[src/rtl/tod_cal_pkg.sv]
`timescale 1ns/1ps
package tod_cal_pkg;

    localparam int BYTE_W   = 8;
    localparam int DAY_W    = 16;
    localparam int NUM_REGS = 10;
    localparam int OFS_W    = 4;

    // control byte bit positions
    localparam int CB_RUN  = 0;
    localparam int CB_AIE  = 1;
    localparam int CB_FLAG = 2;
    localparam int CB_MEN  = 3;
    localparam int CB_HEN  = 4;
    localparam int CB_DEN  = 5;
    localparam int CB_BUSY = 7;

    localparam logic [BYTE_W-1:0] SEC_LIM  = 8'h59;
    localparam logic [BYTE_W-1:0] MIN_LIM  = 8'h59;
    localparam logic [BYTE_W-1:0] HOUR_LIM = 8'h23;

    typedef enum logic [OFS_W-1:0] {
        OFS_CTRL  = 4'd0,
        OFS_SEC   = 4'd1,
        OFS_MIN   = 4'd2,
        OFS_HOUR  = 4'd3,
        OFS_DAYL  = 4'd4,
        OFS_DAYH  = 4'd5,
        OFS_AMIN  = 4'd6,
        OFS_AHOUR = 4'd7,
        OFS_ADAYL = 4'd8,
        OFS_ADAYH = 4'd9
    } reg_ofs_e;

    typedef struct packed {
        logic [DAY_W-1:0]  day;
        logic [BYTE_W-1:0] hour;
        logic [BYTE_W-1:0] min;
        logic [BYTE_W-1:0] sec;
    } tod_t;

    typedef struct packed {
        logic [DAY_W-1:0]  day;
        logic [BYTE_W-1:0] hour;
        logic [BYTE_W-1:0] min;
    } alm_t;

    typedef struct packed {
        logic den;
        logic hen;
        logic men;
        logic aie;
        logic run;
    } ctl_t;

    // one BCD step; bit 8 signals the wrap back to zero
    function automatic logic [BYTE_W:0] bcd_step(input logic [BYTE_W-1:0] v,
                                                 input logic [BYTE_W-1:0] lim);
        if (v == lim)
            return {1'b1, 8'h00};
        else if (v[3:0] == 4'd9)
            return {1'b0, v[7:4] + 4'd1, 4'd0};
        else
            return {1'b0, v[7:4], v[3:0] + 4'd1};
    endfunction

    function automatic tod_t tod_advance(input tod_t t);
        tod_t r;
        logic [BYTE_W:0] s;
        logic [BYTE_W:0] m;
        logic [BYTE_W:0] h;
        r = t;
        m = '0;
        h = '0;
        s = bcd_step(t.sec, SEC_LIM);
        r.sec = s[BYTE_W-1:0];
        if (s[BYTE_W]) begin
            m = bcd_step(t.min, MIN_LIM);
            r.min = m[BYTE_W-1:0];
            if (m[BYTE_W]) begin
                h = bcd_step(t.hour, HOUR_LIM);
                r.hour = h[BYTE_W-1:0];
                if (h[BYTE_W])
                    r.day = t.day + 1'b1;
            end
        end
        return r;
    endfunction

endpackage

[src/rtl/tod_wr_gate.sv]
`timescale 1ns/1ps
module tod_wr_gate
    import tod_cal_pkg::*;
#(
    parameter int ADDR_W = 8
) (
    input  logic              clk,
    input  logic              rst,
    input  logic              busy,
    input  logic              wr_en,
    input  logic [ADDR_W-1:0] wr_addr,
    input  logic [BYTE_W-1:0] wr_data,
    output logic              ap_en,
    output logic [ADDR_W-1:0] ap_addr,
    output logic [BYTE_W-1:0] ap_data
);

    logic              pend_v;
    logic [ADDR_W-1:0] pend_a;
    logic [BYTE_W-1:0] pend_d;

    always_ff @(posedge clk) begin
        if (rst) begin
            pend_v <= 1'b0;
            pend_a <= '0;
            pend_d <= '0;
        end else if (busy || pend_v) begin
            // hold the incoming write behind the advance or the older one
            pend_v <= wr_en;
            pend_a <= wr_addr;
            pend_d <= wr_data;
        end else begin
            pend_v <= 1'b0;
        end
    end

    always_comb begin
        ap_en   = !busy && (pend_v || wr_en);
        ap_addr = pend_v ? pend_a : wr_addr;
        ap_data = pend_v ? pend_d : wr_data;
    end

    assert_defer_R8: assert property (@(posedge clk) disable iff (rst)
        busy && wr_en |=> ap_en && ap_addr == $past(wr_addr) && ap_data == $past(wr_data));

    assert_tick_spacing_R8: assert property (@(posedge clk) disable iff (rst)
        busy |=> !busy);

endmodule

[src/rtl/tod_counter.sv]
`timescale 1ns/1ps
module tod_counter
    import tod_cal_pkg::*;
(
    input  logic              clk,
    input  logic              rst,
    input  logic              adv,
    input  logic              wr_vld,
    input  logic [OFS_W-1:0]  wr_ofs,
    input  logic [BYTE_W-1:0] wr_dat,
    output tod_t              cur,
    output tod_t              nxt
);

    assign nxt = tod_advance(cur);

    always_ff @(posedge clk) begin
        if (rst) begin
            cur <= '0;
        end else if (adv) begin
            cur <= nxt;
        end else if (wr_vld) begin
            case (wr_ofs)
                OFS_SEC:  cur.sec          <= wr_dat;
                OFS_MIN:  cur.min          <= wr_dat;
                OFS_HOUR: cur.hour         <= wr_dat;
                OFS_DAYL: cur.day[7:0]     <= wr_dat;
                OFS_DAYH: cur.day[15:8]    <= wr_dat;
                default:  ;
            endcase
        end
    end

    assert_sec_wrap_R2: assert property (@(posedge clk) disable iff (rst)
        adv && cur.sec == SEC_LIM |=> cur.sec == 8'h00);

    assert_hold_R2: assert property (@(posedge clk) disable iff (rst)
        !adv && !wr_vld |=> $stable(cur));

    assert_day_carry_R4: assert property (@(posedge clk) disable iff (rst)
        adv && cur.sec == SEC_LIM && cur.min == MIN_LIM && cur.hour == HOUR_LIM
        |=> cur.day == $past(cur.day) + 16'd1 && cur.hour == 8'h00);

    assert_no_write_in_adv_R8: assert property (@(posedge clk) disable iff (rst)
        adv |-> !wr_vld);

endmodule

[src/rtl/tod_alarm.sv]
`timescale 1ns/1ps
module tod_alarm
    import tod_cal_pkg::*;
(
    input  logic              clk,
    input  logic              rst,
    input  logic              adv,
    input  tod_t              cur,
    input  tod_t              nxt,
    input  logic              wr_vld,
    input  logic [OFS_W-1:0]  wr_ofs,
    input  logic [BYTE_W-1:0] wr_dat,
    output ctl_t              ctl,
    output logic              flag,
    output alm_t              alm,
    output logic              irq
);

    logic hit_now;
    logic hit_next;
    logic set_flag;
    logic clr_flag;

    function automatic logic fields_hit(input tod_t t, input alm_t a, input ctl_t c);
        return (c.men || c.hen || c.den)
            && (!c.men || t.min  == a.min)
            && (!c.hen || t.hour == a.hour)
            && (!c.den || t.day  == a.day);
    endfunction

    always_comb begin
        hit_now  = fields_hit(cur, alm, ctl);
        hit_next = fields_hit(nxt, alm, ctl);
        set_flag = adv && hit_next && !hit_now;
        clr_flag = wr_vld && (wr_ofs == OFS_CTRL) && wr_dat[CB_FLAG];
    end

    always_ff @(posedge clk) begin
        if (rst) begin
            ctl <= '0;
            alm <= '0;
        end else if (wr_vld) begin
            case (wr_ofs)
                OFS_CTRL: begin
                    ctl.run <= wr_dat[CB_RUN];
                    ctl.aie <= wr_dat[CB_AIE];
                    ctl.men <= wr_dat[CB_MEN];
                    ctl.hen <= wr_dat[CB_HEN];
                    ctl.den <= wr_dat[CB_DEN];
                end
                OFS_AMIN:  alm.min       <= wr_dat;
                OFS_AHOUR: alm.hour      <= wr_dat;
                OFS_ADAYL: alm.day[7:0]  <= wr_dat;
                OFS_ADAYH: alm.day[15:8] <= wr_dat;
                default:   ;
            endcase
        end
    end

    always_ff @(posedge clk) begin
        if (rst)
            flag <= 1'b0;
        else if (set_flag)
            flag <= 1'b1;
        else if (clr_flag)
            flag <= 1'b0;
    end

    assign irq = flag & ctl.aie;

    assert_flag_on_tick_R9: assert property (@(posedge clk) disable iff (rst)
        $rose(flag) |-> $past(adv));

    assert_w1c_R10: assert property (@(posedge clk) disable iff (rst)
        wr_vld && wr_ofs == OFS_CTRL && wr_dat[CB_FLAG] && !adv |=> !flag);

endmodule

[src/rtl/tod_calendar.sv]
`timescale 1ns/1ps
module tod_calendar
    import tod_cal_pkg::*;
#(
    parameter int                ADDR_W   = 8,
    parameter logic [ADDR_W-1:0] REG_BASE = 8'h14
) (
    input  logic              clk,
    input  logic              rst,
    input  logic              tick_1s,
    input  logic              wr_en,
    input  logic [ADDR_W-1:0] wr_addr,
    input  logic [BYTE_W-1:0] wr_data,
    input  logic [ADDR_W-1:0] rd_addr,
    output logic [BYTE_W-1:0] rd_data,
    output logic              alarm_irq
);

    localparam logic [ADDR_W-1:0] WIN_SIZE = ADDR_W'(NUM_REGS);

    logic              busy;
    logic              ap_en;
    logic [ADDR_W-1:0] ap_addr;
    logic [BYTE_W-1:0] ap_data;
    logic [ADDR_W-1:0] ap_rel;
    logic [ADDR_W-1:0] rd_rel;
    logic              ap_hit;
    logic              rd_hit;
    logic              ap_vld;
    tod_t              cur;
    tod_t              nxt;
    ctl_t              ctl;
    alm_t              alm;
    logic              flag;
    logic [BYTE_W-1:0] ctrl_byte;

    assign busy = tick_1s & ctl.run;

    always_comb begin
        ap_rel = ap_addr - REG_BASE;
        rd_rel = rd_addr - REG_BASE;
        ap_hit = (ap_addr >= REG_BASE) && (ap_rel < WIN_SIZE);
        rd_hit = (rd_addr >= REG_BASE) && (rd_rel < WIN_SIZE);
        ap_vld = ap_en && ap_hit;
    end

    tod_wr_gate #(.ADDR_W(ADDR_W)) u_gate (
        .clk     (clk),
        .rst     (rst),
        .busy    (busy),
        .wr_en   (wr_en),
        .wr_addr (wr_addr),
        .wr_data (wr_data),
        .ap_en   (ap_en),
        .ap_addr (ap_addr),
        .ap_data (ap_data)
    );

    tod_counter u_cnt (
        .clk    (clk),
        .rst    (rst),
        .adv    (busy),
        .wr_vld (ap_vld),
        .wr_ofs (ap_rel[OFS_W-1:0]),
        .wr_dat (ap_data),
        .cur    (cur),
        .nxt    (nxt)
    );

    tod_alarm u_alm (
        .clk    (clk),
        .rst    (rst),
        .adv    (busy),
        .cur    (cur),
        .nxt    (nxt),
        .wr_vld (ap_vld),
        .wr_ofs (ap_rel[OFS_W-1:0]),
        .wr_dat (ap_data),
        .ctl    (ctl),
        .flag   (flag),
        .alm    (alm),
        .irq    (alarm_irq)
    );

    always_comb begin
        ctrl_byte          = '0;
        ctrl_byte[CB_RUN]  = ctl.run;
        ctrl_byte[CB_AIE]  = ctl.aie;
        ctrl_byte[CB_FLAG] = flag;
        ctrl_byte[CB_MEN]  = ctl.men;
        ctrl_byte[CB_HEN]  = ctl.hen;
        ctrl_byte[CB_DEN]  = ctl.den;
        ctrl_byte[CB_BUSY] = busy;
    end

    always_comb begin
        rd_data = '0;
        if (rd_hit) begin
            case (rd_rel[OFS_W-1:0])
                OFS_CTRL:  rd_data = ctrl_byte;
                OFS_SEC:   rd_data = cur.sec;
                OFS_MIN:   rd_data = cur.min;
                OFS_HOUR:  rd_data = cur.hour;
                OFS_DAYL:  rd_data = cur.day[7:0];
                OFS_DAYH:  rd_data = cur.day[15:8];
                OFS_AMIN:  rd_data = alm.min;
                OFS_AHOUR: rd_data = alm.hour;
                OFS_ADAYL: rd_data = alm.day[7:0];
                OFS_ADAYH: rd_data = alm.day[15:8];
                default:   rd_data = '0;
            endcase
        end
    end

endmodule

[config.mk]
export PLATFORM = sky130hd
export DESIGN_NAME = tod_calendar
export DESIGN_NICKNAME = d
export VERILOG_FILES = /design/src/rtl/tod_cal_pkg.sv /design/src/rtl/tod_wr_gate.sv /design/src/rtl/tod_counter.sv /design/src/rtl/tod_alarm.sv /design/src/rtl/tod_calendar.sv
export SDC_FILE = /design/constraint.sdc
export NUM_CORES = 1
export LEC_CHECK = 0
export BUFFER_PORTS_ARGS = -buffer_cell sky130_fd_sc_hd__buf_2
export CAP_MARGIN = 0
export CORE_MARGIN = 3
export CORE_UTILIZATION = 55
export DETAILED_ROUTE_END_ITERATION = 12
export GPL_ROUTABILITY_DRIVEN = 1
export PLACE_DENSITY = 0.76
export SLEW_MARGIN = 20
export SYNTH_ARGS = -nofsm -noshare
export SYNTH_HDL_FRONTEND = slang
export SYNTH_HIERARCHICAL = 1
export SYNTH_SLANG_ARGS = --single-unit
[constraint.sdc]
create_clock -name clk -period 3.8 [get_ports clk]
set_clock_uncertainty 0.15 [all_clocks]
set_input_delay 0.57 -clock clk [delete_from_list [all_inputs] [get_ports clk]]
set_output_delay 0.57 -clock clk [all_outputs]
set_load 0.005 [all_outputs]
==> qor.log <==
qor: outcome.status completed
qor: finish.finalInstanceArea 0.00794 mm^2
qor: global_routing.pin_count_of_the_biggest_net_entering_global_routing 69
qor: critical_path.timing.critical_path.from_type flip-flop
qor: global_routing.grt.total_usage 0.297
qor: die.rows 41
qor: critical_path.critical_path.reg2reg.startpoint u_gate/pend_v
qor: pwr.leakage 3.07 nW
qor: critical_path.critical_path_class flip-flop to flip-flop
qor: detailed_routing.dr_drc_count 0
qor: clock_network.cts.clk_slew.worst_paths 0.07 ns
qor: synthesis.synthesis.instances 828
qor: critical_path.critPathMaxStageDelay 0.60 ns
qor: critical_path.worst_path_top_cell_family_by_delay simple AND/OR/NAND/NOR gates
qor: synthesis.syn_avg_cell_area 8.73 um^2
qor: critical_path.critical_path_arrival 3.69 ns
qor: finish.multi_input_comb_area 0.00491 mm^2
qor: placement.io_buffers 36
qor: pwr.power-per-cell-area 264 mW/mm^2
qor: finish.area.sequential 0.00190 mm^2
qor: sta.min_period_over_period 0.956
qor: detailed_routing.routed_wirelength 21800 um
qor: clock_network.cts-root-to-sink-buffers 2
qor: hold_path.timing.hold.worst_path_depth 2
qor: finish.num_antenna_cells 0
qor: hold_path.whs_endpoint u_gate/pend_v
qor: sta.setup_total_negative_slack 0 ns
qor: clock_network.tritoncts built
qor: clock_network.clock_sink_count 95
qor: placement.total_placed_instance_area 0.00763 mm^2
qor: detailed_routing.detailedRoute.firstPassIterationCount 6
qor: die.dieWidth 121 um
qor: clock_network.cts-buffers-inserted 9
qor: critical_path.regToRegSetupSlack 0.17 ns
qor: detailed_routing.drt_iter0_drc 741
qor: detailed_routing.postRouteAntennaNets 0
qor: sta.slew_viol_final 0
qor: sta.max_slew_margin 0.479
qor: synthesis.yosysWarningCount 6
qor: sta.finalHoldViolCount 0
qor: critical_path.cp.buffers_inverters 3
qor: die.floorplan.core_area 0.0127 mm^2
qor: synthesis.syn_area 0.00723 mm^2
qor: finish.final_nets 914
qor: critical_path.r2r_cells 12
qor: global_routing.grt_overflow 0
qor: critical_path.reg2reg_to u_cnt/cur[11]
qor: placement.detailedPlacementHpwl 15200 um
qor: sta.worst_pin_slew 0.782 ns
qor: detailed_routing.routed-via-count 6675
qor: hold_path.min-delay-start wr_en
qor: die.floorplan.initialDensity 0.568
qor: sta.setup_failing_eps_final 0
qor: die.die_h 121 um
qor: finish.drive_gt1_frac 0.198
qor: global_routing.grt_antenna_before_repair 0
qor: finish.n_fill_cell 1173
qor: critical_path.crit_required 3.86 ns
qor: sta.max_freq 0.275 GHz
qor: global_routing.first_global_vias 6131
qor: clock_network.clk_root_buffer_cell sky130_fd_sc_hd__clkbuf_16
qor: synthesis.synth.net_count 872
qor: die.ioPinCount 37
qor: die.die-area 0.0146 mm^2
qor: placement.gp_congestion 0.998
qor: clock_network.post-cts-setup-buffers 0
qor: critical_path.timing.critical_path.fanout_max 11
qor: detailed_routing.post_detailed_route_wirelength_per_cell 20.8 um
qor: critical_path.critical_path.endpoint_type flip-flop
qor: detailed_routing.avgViaCountPerCell 6.38
qor: finish.area_growth_syn_to_layout 9.85%
qor: global_routing.first_pass_grt_wire_length 33900 um
qor: critical_path.crit_path_cell_trace mux2_2, inv_1, ha_1, or4b_2, a221oi_1, nor4bb_2, buf_4, nor2b_1, buf_4, mux2_2, nor2_1, a311oi_1
qor: pwr.power.ir.vdd_worst 257 uV
qor: hold_path.min-delay-path-class primary input to flip-flop
qor: clock_network.deepest_level_of_the_cts_h_tree 3
qor: sta.setup_repair_after_global_routing_missed_its_margin no
qor: run.timing.max_cap.violations 0
qor: clock_network.worst_skew_late_latency 0.36 ns
qor: critical_path.crit_path_top_delay_cell sky130_fd_sc_hd__or4b_2
qor: sta.final.min_clock_period 3.63 ns
[placed cells by master (no fill, tap or decap), types with 4 or more instances in the layout]
| master | count |
|---|---|
| sky130_fd_sc_hd__nor3b_1 | 6 |
| sky130_fd_sc_hd__and3b_1 | 6 |
| sky130_fd_sc_hd__nand4_1 | 24 |
| sky130_fd_sc_hd__clkbuf_16 | 9 |
| sky130_fd_sc_hd__or3b_1 | 16 |
| sky130_fd_sc_hd__a32o_1 | 5 |
| sky130_fd_sc_hd__nor4_4 | 4 |
| sky130_fd_sc_hd__nor4_2 | 4 |
| sky130_fd_sc_hd__ha_1 | 16 |
| sky130_fd_sc_hd__o21a_1 | 12 |
| sky130_fd_sc_hd__nand3_1 | 22 |
| sky130_fd_sc_hd__a31oi_1 | 18 |
| sky130_fd_sc_hd__nand3b_1 | 8 |
| sky130_fd_sc_hd__buf_2 | 36 |
| sky130_fd_sc_hd__a21oi_1 | 47 |
| sky130_fd_sc_hd__or3_1 | 10 |
| sky130_fd_sc_hd__buf_4 | 47 |
| sky130_fd_sc_hd__nor2_1 | 64 |
| sky130_fd_sc_hd__a32oi_1 | 5 |
| sky130_fd_sc_hd__a311oi_1 | 4 |
| sky130_fd_sc_hd__and4_1 | 4 |
| sky130_fd_sc_hd__dfxtp_1 | 94 |
| sky130_fd_sc_hd__nor3_1 | 14 |
| sky130_fd_sc_hd__nand2_1 | 53 |
| sky130_fd_sc_hd__xor2_1 | 9 |
| sky130_fd_sc_hd__o21ai_0 | 38 |
| sky130_fd_sc_hd__a21o_1 | 4 |
| sky130_fd_sc_hd__and3_1 | 4 |
| sky130_fd_sc_hd__xnor2_1 | 74 |
| sky130_fd_sc_hd__o211a_1 | 5 |
| sky130_fd_sc_hd__mux2i_1 | 64 |
| sky130_fd_sc_hd__inv_1 | 18 |
| sky130_fd_sc_hd__a22oi_1 | 7 |
| sky130_fd_sc_hd__mux2_2 | 34 |
[registers in the layout, summed over array words and instances, names as in the netlist]
| name | count |
|---|---|
| u_alm/alm | 32 |
| u_gate/pend_v | 1 |
| u_alm/flag | 1 |
| u_cnt/cur | 40 |
| u_gate/pend_d | 8 |
| u_alm/ctl | 5 |
| u_gate/pend_a | 8 |
[cell type report]
type                            count  share of cell area
Clock buffer                       11              0.0306
Clock inverter                      5             0.00725
Inverter                           21             0.00993
Multi-Input combinational cell    660               0.618
Sequential cell                    95               0.240
Tap cell                          172              0.0271
Timing Repair Buffer               83              0.0671
[layer usage]
metal | share of wire | global-route usage | vias to the layer above
li1 | - | - | 3132
met1 | 0.41 | 0.387 | 3148
met2 | 0.46 | 0.468 | 341
met3 | 0.090 | 0.0716 | 54
met4 | 0.039 | 0.130 | 0
met5 | 0 | 0 | -
[through the flow]
| stage | worst slack [ns] | power, mW | cells | util | hold WS, ns |
|---|---|---|---|---|---|
| final | 0.167 | 2.10 | 1047 | 0.624 | 0.323 |
| after global routing | 0.00280 | 2.15 | 1047 | 0.624 | 0.337 |
| after CTS | 0.0579 | 2.09 | 1047 | 0.623 | 0.329 |
| after detailed placement | 0.0418 | 1.17 | 1031 | 0.600 | 0.374 |
| after global placement | 0.210 | 1.17 | 1031 | 0.600 | 0.355 |
| after floorplan | 0.00374 | 1.12 | 828 | - | 0.324 |
[worst max-delay path by stage]
stage	from	to	depth (start not counted)
after global placement	wr_addr[2]	u_cnt/cur[2]	10
final	u_gate/pend_v	u_cnt/cur[11]	12
after global routing	u_gate/pend_v	u_cnt/cur[11]	12
after floorplan	tick_1s	u_cnt/cur[11]	11
after CTS	u_gate/pend_v	u_cnt/cur[11]	12
after detailed placement	wr_addr[2]	u_cnt/cur[11]	13
[report_power, final]
| part | leakage [nW] | internal [mW] | switching, mW |
|---|---|---|---|
| Sequential | 0.765 | 0.997 | 0.00177 |
| Clock | 0.138 | 0.528 | 0.420 |
| Combinational | 2.17 | 0.0475 | 0.103 |
| Total | 3.07 | 1.57 | 0.525 |
[what timing repair did]
item / in CTS / in global routing
setup endpoints to repair: 0 / 15
hold buffers: 0 / 0
resized for setup: 0 / 2
hold endpoints to repair: 0 / 0
No activity file was read; power rests on OpenSTA's default activity.
